<file path="config.mk">
export PLATFORM = sky130hd
export DESIGN_NAME = cc_store_unit
export DESIGN_NICKNAME = d
export VERILOG_FILES = /design/src/rtl/cc_store_pkg.sv /design/src/rtl/cc_store_precheck.sv /design/src/rtl/cc_store_accchk.sv /design/src/rtl/cc_store_mask.sv /design/src/rtl/cc_store_unit.sv
export SDC_FILE = /design/constraint.sdc
export NUM_CORES = 1
export LEC_CHECK = 0
export BUFFER_PORTS_ARGS = -buffer_cell sky130_fd_sc_hd__buf_2
export CORE_ASPECT_RATIO = 2
export CORE_UTILIZATION = 48
export CTS_CLUSTER_DIAMETER = 40
export DETAILED_ROUTE_END_ITERATION = 10
export PLACE_DENSITY = 0.85
export SLEW_MARGIN = 20
export SYNTH_ARGS = -nofsm -noshare
export SYNTH_HDL_FRONTEND = slang
export SYNTH_SLANG_ARGS = --single-unit
</file>
<file path="constraint.sdc">
create_clock -name clk -period 2 [get_ports clk]
set_clock_uncertainty 0.05 [all_clocks]
set_input_delay 0.4 -clock clk [delete_from_list [all_inputs] [get_ports clk]]
set_output_delay 0.4 -clock clk [all_outputs]
set_load 0.03 [all_outputs]
</file>
<file path="src/rtl/cc_store_pkg.sv">
package cc_store_pkg;

    typedef enum logic [2:0] {
        EXC_NONE = 3'd0,
        EXC_PRIV = 3'd1,
        EXC_SPEC = 3'd2,
        EXC_PROT = 3'd3,
        EXC_ADDR = 3'd4
    } exc_e;

    typedef enum logic [1:0] {
        ST_IDLE   = 2'd0,
        ST_ACCESS = 2'd1,
        ST_WRITE  = 2'd2
    } state_e;

endpackage

</file>
<file path="src/rtl/cc_store_precheck.sv">
// Issue-time fault screen: privilege first, then operand alignment.
module cc_store_precheck
    import cc_store_pkg::*;
#(
    parameter int ALIGN_BITS = 3
) (
    input  logic                  problem_state,
    input  logic [ALIGN_BITS-1:0] addr_low,
    output exc_e                  code
);
    always_comb begin
        if (problem_state)
            code = EXC_PRIV;
        else if (addr_low != '0)
            code = EXC_SPEC;
        else
            code = EXC_NONE;
    end
endmodule

</file>
<file path="src/rtl/cc_store_accchk.sv">
// Classifies the memory response; an unavailable address outranks protection.
module cc_store_accchk
    import cc_store_pkg::*;
(
    input  logic addr_err,
    input  logic prot_err,
    output exc_e code
);
    always_comb begin
        if (addr_err)
            code = EXC_ADDR;
        else if (prot_err)
            code = EXC_PROT;
        else
            code = EXC_NONE;
    end
endmodule

</file>
<file path="src/rtl/cc_store_mask.sv">
// Clears the comparator bit positions that take no part in the comparison.
module cc_store_mask #(
    parameter int DATA_W    = 64,
    parameter int KEEP_BITS = 52
) (
    input  logic [DATA_W-1:0] raw,
    output logic [DATA_W-1:0] masked
);
    localparam int DROP_BITS = DATA_W - KEEP_BITS;

    for (genvar i = 0; i < DATA_W; i++) begin : g_bit
        if (i >= DROP_BITS) begin : g_keep
            assign masked[i] = raw[i];
        end else begin : g_zero
            assign masked[i] = 1'b0;
        end
    end
endmodule

</file>
<file path="src/rtl/cc_store_unit.sv">
module cc_store_unit
    import cc_store_pkg::*;
#(
    parameter int ADDR_W     = 32,
    parameter int DATA_W     = 64,
    parameter int CMP_BITS   = 52,
    parameter int ALIGN_BITS = 3,
    parameter int CC_W       = 2
) (
    input  logic              clk,
    input  logic              rst_n,
    input  logic              cmp_load,
    input  logic [DATA_W-1:0] cmp_load_val,
    input  logic              insn_valid,
    input  logic [ADDR_W-1:0] op_addr,
    input  logic              problem_state,
    input  logic [CC_W-1:0]   psw_cc,
    input  logic              st_ack,
    input  logic              st_addr_err,
    input  logic              st_prot_err,
    output logic              busy,
    output logic              st_req,
    output logic [ADDR_W-1:0] st_addr,
    output logic              st_we,
    output logic [DATA_W-1:0] st_data,
    output logic              done,
    output logic              exc_valid,
    output logic [2:0]        exc_code,
    output logic [CC_W-1:0]   cc_out
);

    typedef struct packed {
        state_e            state;
        logic [DATA_W-1:0] cmp;
        logic [ADDR_W-1:0] addr;
        logic [DATA_W-1:0] data;
        logic              req;
        logic              we;
        logic              done;
        logic              exc_valid;
        exc_e              exc;
        logic [CC_W-1:0]   cc;
    } regs_t;

    regs_t r_q, r_d;

    exc_e              pre_code;
    exc_e              acc_code;
    logic [DATA_W-1:0] cmp_masked;

    cc_store_precheck #(.ALIGN_BITS(ALIGN_BITS)) u_pre (
        .problem_state (problem_state),
        .addr_low      (op_addr[ALIGN_BITS-1:0]),
        .code          (pre_code)
    );

    cc_store_accchk u_acc (
        .addr_err (st_addr_err),
        .prot_err (st_prot_err),
        .code     (acc_code)
    );

    cc_store_mask #(.DATA_W(DATA_W), .KEEP_BITS(CMP_BITS)) u_mask (
        .raw    (r_q.cmp),
        .masked (cmp_masked)
    );

    always_comb begin
        r_d           = r_q;
        r_d.we        = 1'b0;
        r_d.done      = 1'b0;
        r_d.exc_valid = 1'b0;
        if (cmp_load)
            r_d.cmp = cmp_load_val;

        case (r_q.state)
            ST_IDLE: begin
                if (insn_valid) begin
                    r_d.cc = psw_cc;
                    if (pre_code != EXC_NONE) begin
                        r_d.done      = 1'b1;
                        r_d.exc_valid = 1'b1;
                        r_d.exc       = pre_code;
                    end else begin
                        r_d.state = ST_ACCESS;
                        r_d.req   = 1'b1;
                        r_d.addr  = op_addr;
                        r_d.data  = cmp_masked;
                        r_d.exc   = EXC_NONE;
                    end
                end
            end
            ST_ACCESS: begin
                if (st_ack) begin
                    r_d.req = 1'b0;
                    if (acc_code != EXC_NONE) begin
                        r_d.state     = ST_IDLE;
                        r_d.done      = 1'b1;
                        r_d.exc_valid = 1'b1;
                        r_d.exc       = acc_code;
                    end else begin
                        r_d.state = ST_WRITE;
                        r_d.we    = 1'b1;
                    end
                end
            end
            ST_WRITE: begin
                r_d.state = ST_IDLE;
                r_d.done  = 1'b1;
                r_d.exc   = EXC_NONE;
            end
            default: r_d.state = ST_IDLE;
        endcase
    end

    always_ff @(posedge clk) begin
        if (!rst_n)
            r_q <= '0;
        else
            r_q <= r_d;
    end

    assign busy      = (r_q.state != ST_IDLE);
    assign st_req    = r_q.req;
    assign st_addr   = r_q.addr;
    assign st_we     = r_q.we;
    assign st_data   = r_q.data;
    assign done      = r_q.done;
    assign exc_valid = r_q.exc_valid;
    assign exc_code  = r_q.exc;
    assign cc_out    = r_q.cc;

endmodule

</file>
==> flow_metrics.tcl, run 1 <==
set metrics [dict create \
    outcome "finished clean" \
    fmax_mhz 524.5 \
    drt_iter0_markers 252 \
    period_share_pct 95.33 \
    min_period_ps 1907 \
    syn_area_mm2 0.006658 \
    gp_congestion 0.8146 \
    cts_tree "yes" \
    finalHoldViolCount 0 \
    rsz0062_at_grt "no" \
    synthCells 712 \
    p_int_uw 5163 \
    synth.distinct_cells 32 \
    p_per_area_mw_per_mm2 890.3 \
    via_per_inst 5.251 \
    drc 0 \
    avgSynthCellArea_um2 9.351 \
    first_pass_iters 4 \
    ant_nets 0 \
    min_from "op_addr[28]" \
    cts_buffers 17 \
    num_rows 60 \
    share_comb_of_total_power_pct 9.2 \
    endpoint_kind "output port" \
    grt_overflow_total 0 \
    crit_required_ps 1550 \
    pin_count 212 \
    dieArea_mm2 0.01437 \
    wl_per_cell_um 15.70 \
    finalSetupViolCount 0 \
    core_mm2 0.01351 \
    num-fill-cells 1190 \
    htreeDepth 4 \
    ys_seq_area_share_pct 44.20 \
    antenna_found_initial 1 \
    die_y_um 168.6 \
    critPathArrivalTime_ps 1460 \
    post_cts_buffers 0 \
    place_hpwl_um 9977 \
    yosys_warnings 0 \
    final_layout_size_suffix_gt1_share_pct 30.65 \
    grt_pass1_wl_um 24070 \
    ys_ff_latch 147 \
    port_buffers 187 \
    clock_latency_ps 400 \
    vias 4999 \
    root_buffer "clkbuf_16" \
    fin_nets 894 \
    area_growth_syn_to_layout_pct 14.87 \
    path_class "reg -> out" \
    crit_path_max_fanout 6 \
    cts.sinks 147 \
    startpoint "r_q[169]" \
    grtUsageTotal_pct 21.12 \
    setup_tns_ps 0 \
    first_global_vias 5026 \
    finalMaxSlewViolations 0 \
    r2r_slack_ps 160 \
    power.net_switching_uw 1646 \
    clk_pin_slew_ps 60 \
    peakVddDrop_v 0.0005612 \
    routed_wl_um 14950 \
    p_clk_share_pct 45.9 \
    p_sw_share_pct 24.17 \
    cts.path.max_buffers 2 \
    p_total_uw 6809 \
    grt_max_degree 61 \
    hp-class "in -> reg" \
    die_x_um 85.28 \
    initial_core_util_pct 49.27 \
    seqPwrFrac_pct 44.9 \
    timing.rr.start "r_q[169]" \
    leakage_uw 0.003318 \
    critPathLaunchType "flip-flop" \
    cap_violations 0 \
]
## cells in the mapped netlist
library cell  number  share of area [%]
dfxtp_1          147                 44
buf_4            101                 11
nand3_1           86                6.5
o21ai_0           81                6.1
a21boi_0          75                8.5
mux2i_1           55                8.3
nor2b_1           55                5.2
clkbuf_1          33                1.9
buf_2             26                2.0
a21boi_1           9                1.0
nand2_1            9               0.51
ha_1               5               0.94
and3_1             4               0.38
inv_1              4               0.23
and2_1             2               0.19
and3b_1            2               0.26
o221a_2            2               0.34
or3_1              2               0.19
a2111o_1           1               0.17
a2111oi_4          1               0.41
a211oi_4           1               0.30
a21bo_2            1               0.15
conb_1             1              0.056
nand3b_1           1               0.11
nor2_1             1              0.056
nor3_1             1              0.075
nor4_1             1              0.094
nor4b_1            1               0.13
o211a_1            1               0.15
o221ai_1           1               0.13
o22ai_1            1              0.094
or4_4              1               0.17
## state kept, by name (all words and copies together), names as in the netlist
name       flops
cc_out         2
done           1
exc_code       3
exc_valid      1
r_q           54
st_addr       32
st_data       52
st_req         1
st_we          1
## layer usage
| layer | vias up | global-route usage (%) | share of wire, % |
|---|---|---|---|
| met1 | 2340 | 22.01 | 40 |
| met4 | 0 | 10.94 | 3.2 |
| met5 | - | 0 | 0 |
| met3 | 26 | 4.193 | 4.2 |
| met2 | 164 | 39.24 | 53 |
| li1 | 2469 | - | - |
## layout make-up
type,instances,area [um2],share of cell area [%]
timing repair buffer,201,1161,15.18
clock inverter,13,147.6,1.931
antenna,1,2.502,0.03272
clock buffer,19,442.9,5.792
multi-input combinational,412,2739,35.81
inverter,4,15.01,0.1963
tap,155,193.9,2.536
sequential,147,2945,38.51
## cells by family after synthesis
family | share of synthesized area [%]
multiplexers | 8.269
buffers and inverters | 15.43
AO/OA/AOI/OAI | 17.31
flip-flops | 44.20
other | 0.05633
AND/OR/NAND/NOR | 13.79
adder cells (fa/ha/maj) | 0.9397
## path summary, 6_finish.rpt
check,to,depth (start not counted)
worst max-delay path,busy,5
worst min-delay path,st_addr[28],3
worst max register to register,exc_code[1],5
worst min register to register,st_data[63],2
## worst max-delay path, stage by stage, from the launching register on
cell      delay, ps
dfxtp_2         350
inv_1            80
ha_2            210
buf_4           170
inv_1            60
clkbuf_4        180
## metrics by stage
| step | setup slack (ps) | std cells | utilization (%) | instance area [um2] | hold WS (ps) |
|---|---|---|---|---|---|
| 6_report | 93.44 | 952 | 56.59 | 7647 | 192.3 |
| 5_1_grt | 0.4056 | 952 | 56.59 | 7647 | 171.5 |
| 2_1_floorplan | 186.7 | 723 | - | 6699 | 385.1 |
| 4_1_cts | 1.953 | 951 | 56.52 | 7637 | 173.6 |
| 3_5_place_dp | 105.8 | 919 | 52.15 | 7047 | 405.5 |
| 3_3_place_gp | 146.6 | 919 | 52.15 | 7047 | 395.4 |
## placed cells by master, fill, tap and decap left out, types with 2 or more instances in the layout
master,instances
a21boi_1,9
o21ai_0,81
inv_1,4
nor2b_1,55
o221a_2,2
inv_6,3
clkbuf_16,17
nand2_1,9
clkinv_4,2
mux2i_1,55
conb_1,12
buf_4,7
and3_1,4
buf_12,9
nand3_1,86
a21boi_0,75
clkinv_2,2
ha_1,4
dfxtp_2,2
buf_2,184
clkinvlp_4,3
and2_1,2
bufinv_16,2
dfxtp_1,145
## power groups by stage
| stage | clock (uW) | sequential, uW | combinational (uW) |
|---|---|---|---|
| 2_1_floorplan | 0 | 3120 | 438 |
| 3_3_place_gp | 0 | 3120 | 616 |
| 3_5_place_dp | 0 | 3120 | 628 |
| 4_1_cts | 3210 | 3060 | 629 |
| 5_1_grt | 3340 | 3070 | 679 |
| 6_report | 3130 | 3060 | 627 |
## what timing repair did
item | 4_1_cts | 5_1_grt
setup endpoints to repair | 0 | 1
hold buffers | 0 | 0
resized for setup | 0 | 4
Power figures use the tool's default switching activity.
==> inputs of run 2 (changes only) <==
Settings changed: ABC_AREA set to 1, PLACE_DENSITY 0.85 to 0.86.
==> run 2 against run 1 <==
Clock-buffer cell count increased by 2. Fmax increased by 2.1%. Synthesized area is 9.6% lower. Hold slack worse by 26 ps. Die area fell by 9.5%. Highest routed layer unchanged. Clock power rose by 8.3%. Utilization grew 0.56 points.
==> flow_metrics.tcl, run 2 <==
set metrics [dict create \
    synthCells 782 \
    reg2reg_depth 8 \
    port_buffers 187 \
    fmax_mhz 535.6 \
    async_flop_share_pct 0 \
    initial_core_util_pct 49.34 \
    ctsHoldBuffers 0 \
    yosysTopAreaCellShare_pct 48.91 \
    hp-class "in -> reg" \
    finalSetupViolCount 0 \
    root_buffer "clkbuf_16" \
    final_layout_size_suffix_gt1_share_pct 26.62 \
    crit_path_max_fanout 5 \
    yosys_warnings 0 \
    grt_max_degree 59 \
    dieArea_mm2 0.01301 \
    finalMaxSlewViolations 0 \
    final_common_cell "nor2_1" \
    use_met2_pct 35.45 \
    grt_pass1_wl_um 20090 \
    busiest_layer "met2" \
    rsz0062_at_grt "no" \
    ant_nets 0 \
    cts.path.max_buffers 2 \
    avgSynthCellArea_um2 7.694 \
    post_cts_buffers 0 \
    outcome "finished clean" \
    wl_per_cell_um 12.11 \
    min_from "cmp_load_val[48]" \
    htreeDepth 4 \
    core_mm2 0.01220 \
    ys_seq_area_share_pct 48.91 \
    grtUsageTotal_pct 19.89 \
    pin_count 212 \
    place_hpwl_um 8896 \
    via_per_inst 4.625 \
    endpoint_kind "output port" \
    peakVddDrop_v 0.0006977 \
    antenna_found_initial 1 \
    path_class "reg -> out" \
    clk_pin_slew_ps 60 \
    cts_buffers 17 \
    whs_path_depth 3 \
    p_per_area_mw_per_mm2 1132 \
    die_x_um 81.17 \
    ys_ff_latch 147 \
    setup_tns_ps 0 \
    synth_commonest_cells "292 x nor2_1, 147 x dfxtp_1, 135 x o21ai_0" \
    crit_required_ps 1550 \
    timing.rr.end "st_data[50]" \
    yosysTopAreaCell "dfxtp_1" \
    period_share_pct 93.35 \
    layout_common_cells "292 x nor2_1, 186 x buf_2, 147 x dfxtp_1, 135 x o21ai_0, 26 x nand2_1" \
    cts.sinks 147 \
    first_global_vias 4572 \
    drt_iter0_markers 136 \
    grt_overflow_total 0 \
    ctsResizeCount 0 \
    die_y_um 160.3 \
    clock_latency_ps 400 \
    yosysMostFrequentCell "nor2_1" \
    leakage_uw 0.003336 \
    r2r_slack_ps 220 \
    finalHoldViolCount 0 \
    netlist_top_cells_area "dfxtp_1 49%, nor2_1 18%, buf_4 13%, o21ai_0 11%, clkbuf_1 2.0%" \
    cts_tree "yes" \
    min_period_ps 1867 \
    routed_wl_um 12440 \
    fin_util_pct 57.16 \
    vias 4750 \
    syn_area_mm2 0.006017 \
    first_pass_iters 4 \
    met3_usage_pct 6.250 \
    use_met1_pct 19.59 \
    gp_congestion 0.8431 \
    top_register "r_q" \
    synth_edf_count 0 \
    critPathLaunchType "flip-flop" \
    num-fill-cells 1146 \
    num_rows 57 \
    area_growth_syn_to_layout_pct 15.85 \
    cap_violations 0 \
    timing.rr.start "r_q[169]" \
    min_to "r_q[153]" \
    synth_ff_type "dfxtp_1" \
    synth.distinct_cells 21 \
    critPathArrivalTime_ps 1420 \
    drc 0 \
    fin_nets 977 \
    largest_register_ffs 54 \
]
[run 2: cell type report]
| type | instances | area [um2] | area share (%) |
|---|---|---|---|
| tap | 147 | 183.9 | 2.639 |
| multi-input combinational | 483 | 2063 | 29.60 |
| sequential | 147 | 2943 | 42.22 |
| clock buffer | 21 | 470.5 | 6.749 |
| inverter | 18 | 68.82 | 0.9873 |
| antenna | 1 | 2.502 | 0.03590 |
| timing repair buffer | 199 | 1066 | 15.29 |
| clock inverter | 11 | 172.7 | 2.477 |
[run 2: cells by family after synthesis]
family          synth area share (%)
buf+inv                        17.63
fa+ha+maj                      1.040
simple gates                   20.79
other cells                  0.06232
compound gates                 11.56
flops                          48.91
[run 2: worst max-delay path: stages, from the launching register on]
cell and delay (ps):
dfxtp_1 390, inv_1 110, ha_1 270, inv_1 60, buf_2 190
[run 2: worst max path at each step]
stage              from     endpoint  slack [ps]
2_1_floorplan  r_q[169]  st_addr[10]         330
3_3_place_gp   r_q[170]  st_data[13]         250
3_5_place_dp   r_q[169]  st_data[13]         220
4_1_cts        r_q[169]         busy         110
5_1_grt        r_q[169]         busy          30
6_report       r_q[169]         busy         130
[run 2: where the power goes]
| part | internal, uW | switching (uW) |
|---|---|---|
| Combinational | 418 | 851 |
| Clock | 2200 | 1190 |
| Sequential | 3140 | 94.9 |
| Total | 5750 | 2140 |
[run 2: per-layer routing]
layer,vias up,part of all wire [%],wire length [um]
met2,161,52,6456
met1,2049,39,4797
met5,-,0,0
met4,0,3.5,433
met3,29,6.1,753
li1,2511,-,-
[run 2: stage by stage]
| step | hold WS, ps | std cells | power [uW] | setup WS [ps] | instance area, um2 |
|---|---|---|---|---|---|
| 3_5_place_dp | 374.2 | 994 | 4570 | 217.1 | 6325 |
| 6_report | 166.5 | 1027 | 7892 | 133.1 | 6970 |
| 2_1_floorplan | 365.5 | 793 | 4345 | 330.7 | 6058 |
| 4_1_cts | 153.5 | 1026 | 7982 | 107.6 | 6968 |
| 5_1_grt | 154.0 | 1027 | 8292 | 25.73 | 6970 |
| 3_3_place_gp | 368.5 | 994 | 4537 | 251.5 | 6325 |
==> inputs of run 3 (changes only) <==
--- a/config.mk
+++ b/config.mk
@@ -10,2 +10,3 @@
 export CORE_ASPECT_RATIO = 2
+export CORE_MARGIN = 2
 export CORE_UTILIZATION = 48
==> constraint.sdc (replaced) <==
create_clock -name clk -period 2 [get_ports clk]
set_clock_uncertainty 0.05 [all_clocks]
set_input_delay 0.3 -clock clk [delete_from_list [all_inputs] [get_ports clk]]
set_output_delay 0.3 -clock clk [all_outputs]
set_load 0.03 [all_outputs]
==> run 3 against run 2 <==
Global-route usage fell by 0.59 points. Final cell count fell by 0.19%. Total power is 1.4% lower. Via count is 0.46% higher. Sequential share of layout area up 0.068 points. Critical path type unchanged. Largest cell class unchanged. Highest routed layer unchanged.
==> flow_metrics.tcl, run 3 (synthesis results as in run 2) <==
set metrics [dict create \
    drc 0 \
    final_common_cell "nor2_1" \
    min_period_ps 1847 \
    min_from "st_prot_err" \
    first_global_vias 4601 \
    post_cts_buffers 0 \
    p_clk_share_pct 41.7 \
    final_layout_size_suffix_gt1_share_pct 26.54 \
    root_buffer "clkbuf_16" \
    grt_overflow_total 0 \
    peakVddDrop_v 0.0007580 \
    routed_wl_um 12700 \
    layout_common_cells "292 x nor2_1, 186 x buf_2, 147 x dfxtp_1, 135 x o21ai_0, 26 x nand2_1" \
    dieArea_mm2 0.01350 \
    grtUsageTotal_pct 19.30 \
    via_per_inst 4.656 \
    crit_path_frequent_cell "inv_1" \
    instances_no_fill 1025 \
    finalSetupViolCount 0 \
    largest_register_ffs 54 \
    die_y_um 162.3 \
    pin_count 212 \
    num_rows 57 \
    cts_tree "yes" \
    critPathArrivalTime_ps 1500 \
    place_ws_ps 274.0 \
    ctsHoldBuffers 0 \
    fmax_mhz 541.4 \
    crit_required_ps 1650 \
    top_register "r_q" \
    vias 4772 \
    path_class "reg -> out" \
    ctsResizeCount 0 \
    diodes 0 \
    grt_pass1_wl_um 21250 \
    finalHoldViolCount 0 \
    p_int_uw 5591 \
    wl_per_cell_um 12.39 \
    rsz0062_at_grt "no" \
    finalMaxSlewViolations 0 \
    cts.sinks 147 \
    cts.path.max_buffers 2 \
    drt_iter0_markers 135 \
    p_total_uw 7782 \
    endpoint_kind "output port" \
    cp_slowest_stage_delay_ps 380 \
    setup_tns_ps 0 \
    place_hpwl_um 8742 \
    first_pass_iters 4 \
    worstPathCellList "inv_1 -> ha_1 -> buf_4 -> inv_1 -> buf_2" \
    cap_violations 0 \
    critPathLaunchType "flip-flop" \
    core_mm2 0.01220 \
    hp-class "in -> reg" \
    r2r_slack_ps 250 \
    ant_nets 0 \
    clock_latency_ps 400 \
    startpoint "r_q[169]" \
    crit_path_max_fanout 4 \
    reg2reg_depth 9 \
    outcome "finished clean" \
    period_share_pct 92.35 \
    worst_path_max_delay_cell "dfxtp_1" \
    cts_buffers 17 \
    leakage_uw 0.003320 \
    seqPwrFrac_pct 41.6 \
    antenna_found_initial 0 \
    p_sw_share_pct 28.15 \
    gp_congestion 0.8550 \
    area_growth_syn_to_layout_pct 15.66 \
    die_x_um 83.17 \
    timing.rr.end "st_data[42]" \
    timing.rr.start "r_q[170]" \
    setup_ws_ps 152.9 \
    timing.hold.ws_ps 61.39 \
    clk_pin_slew_ps 60 \
    port_buffers 187 \
    grt_max_degree 63 \
    p_per_area_mw_per_mm2 1118 \
    fin_nets 976 \
    power.net_switching_uw 2191 \
    placedCellCount 993 \
    whs_path_depth 2 \
    min_to "st_we" \
    initial_core_util_pct 49.34 \
    htreeDepth 4 \
    share_comb_of_total_power_pct 16.7 \
]
==> run 3: cell count changes in the layout (fill, tap and decap cells not counted), sizes merged <==
cell      delta
diode        -1
clkinv       -1
bufinv       -1
inv          +2
buf          -1
clkbuf       -2
clkinvlp     +2
==> run 3: layout make-up <==
cell class	instances	area [um2]
multi-input combinational	483	2063
tap	147	183.9
clock inverter	13	173.9
sequential	147	2943
clock buffer	19	442.9
timing repair buffer	198	1084
inverter	18	68.82
fill	1139	5236
==> run 3: critical path, delay by kind of cell, from the launching register on <==
family	cells	cell delay [ps]
adders and majority gates	1	240
buffers and inverters	4	480
DFF	1	380
==> run 3: worst max path at each step <==
stage	end	slack, ps
after floorplan	st_addr[10]	330
after global placement	st_data[41]	330
after detailed placement	st_addr[5]	270
after CTS	busy	130
after global routing	busy	60
final	busy	150
==> run 3: through the flow <==
step,instance area [um2],util [%]
5_1_grt,6959,57.06
6_report,6959,57.06
4_1_cts,6959,57.06
3_3_place_gp,6342,52.01
3_5_place_dp,6342,52.01
2_1_floorplan,6058,-
==> run 3: power by group through the flow <==
stage	clock network, uW	registers (uW)	logic [uW]
after floorplan	0	3320	1020
after global placement	0	3290	1270
after detailed placement	0	3300	1300
after CTS	3320	3240	1310
after global routing	3460	3260	1450
final	3250	3240	1300
==> run 3: routing by layer <==
layer / wire length, um / global-route usage (%) / vias up / share of wire [%]
met2: 6627 / 35.01 / 162 / 52
met5: 0 / 0 / - / 0
li1: - / - / 2508 / -
met4: 410 / 9.016 / 0 / 3.2
met1: 4881 / 19.93 / 2073 / 38
met3: 776 / 6.183 / 29 / 6.1
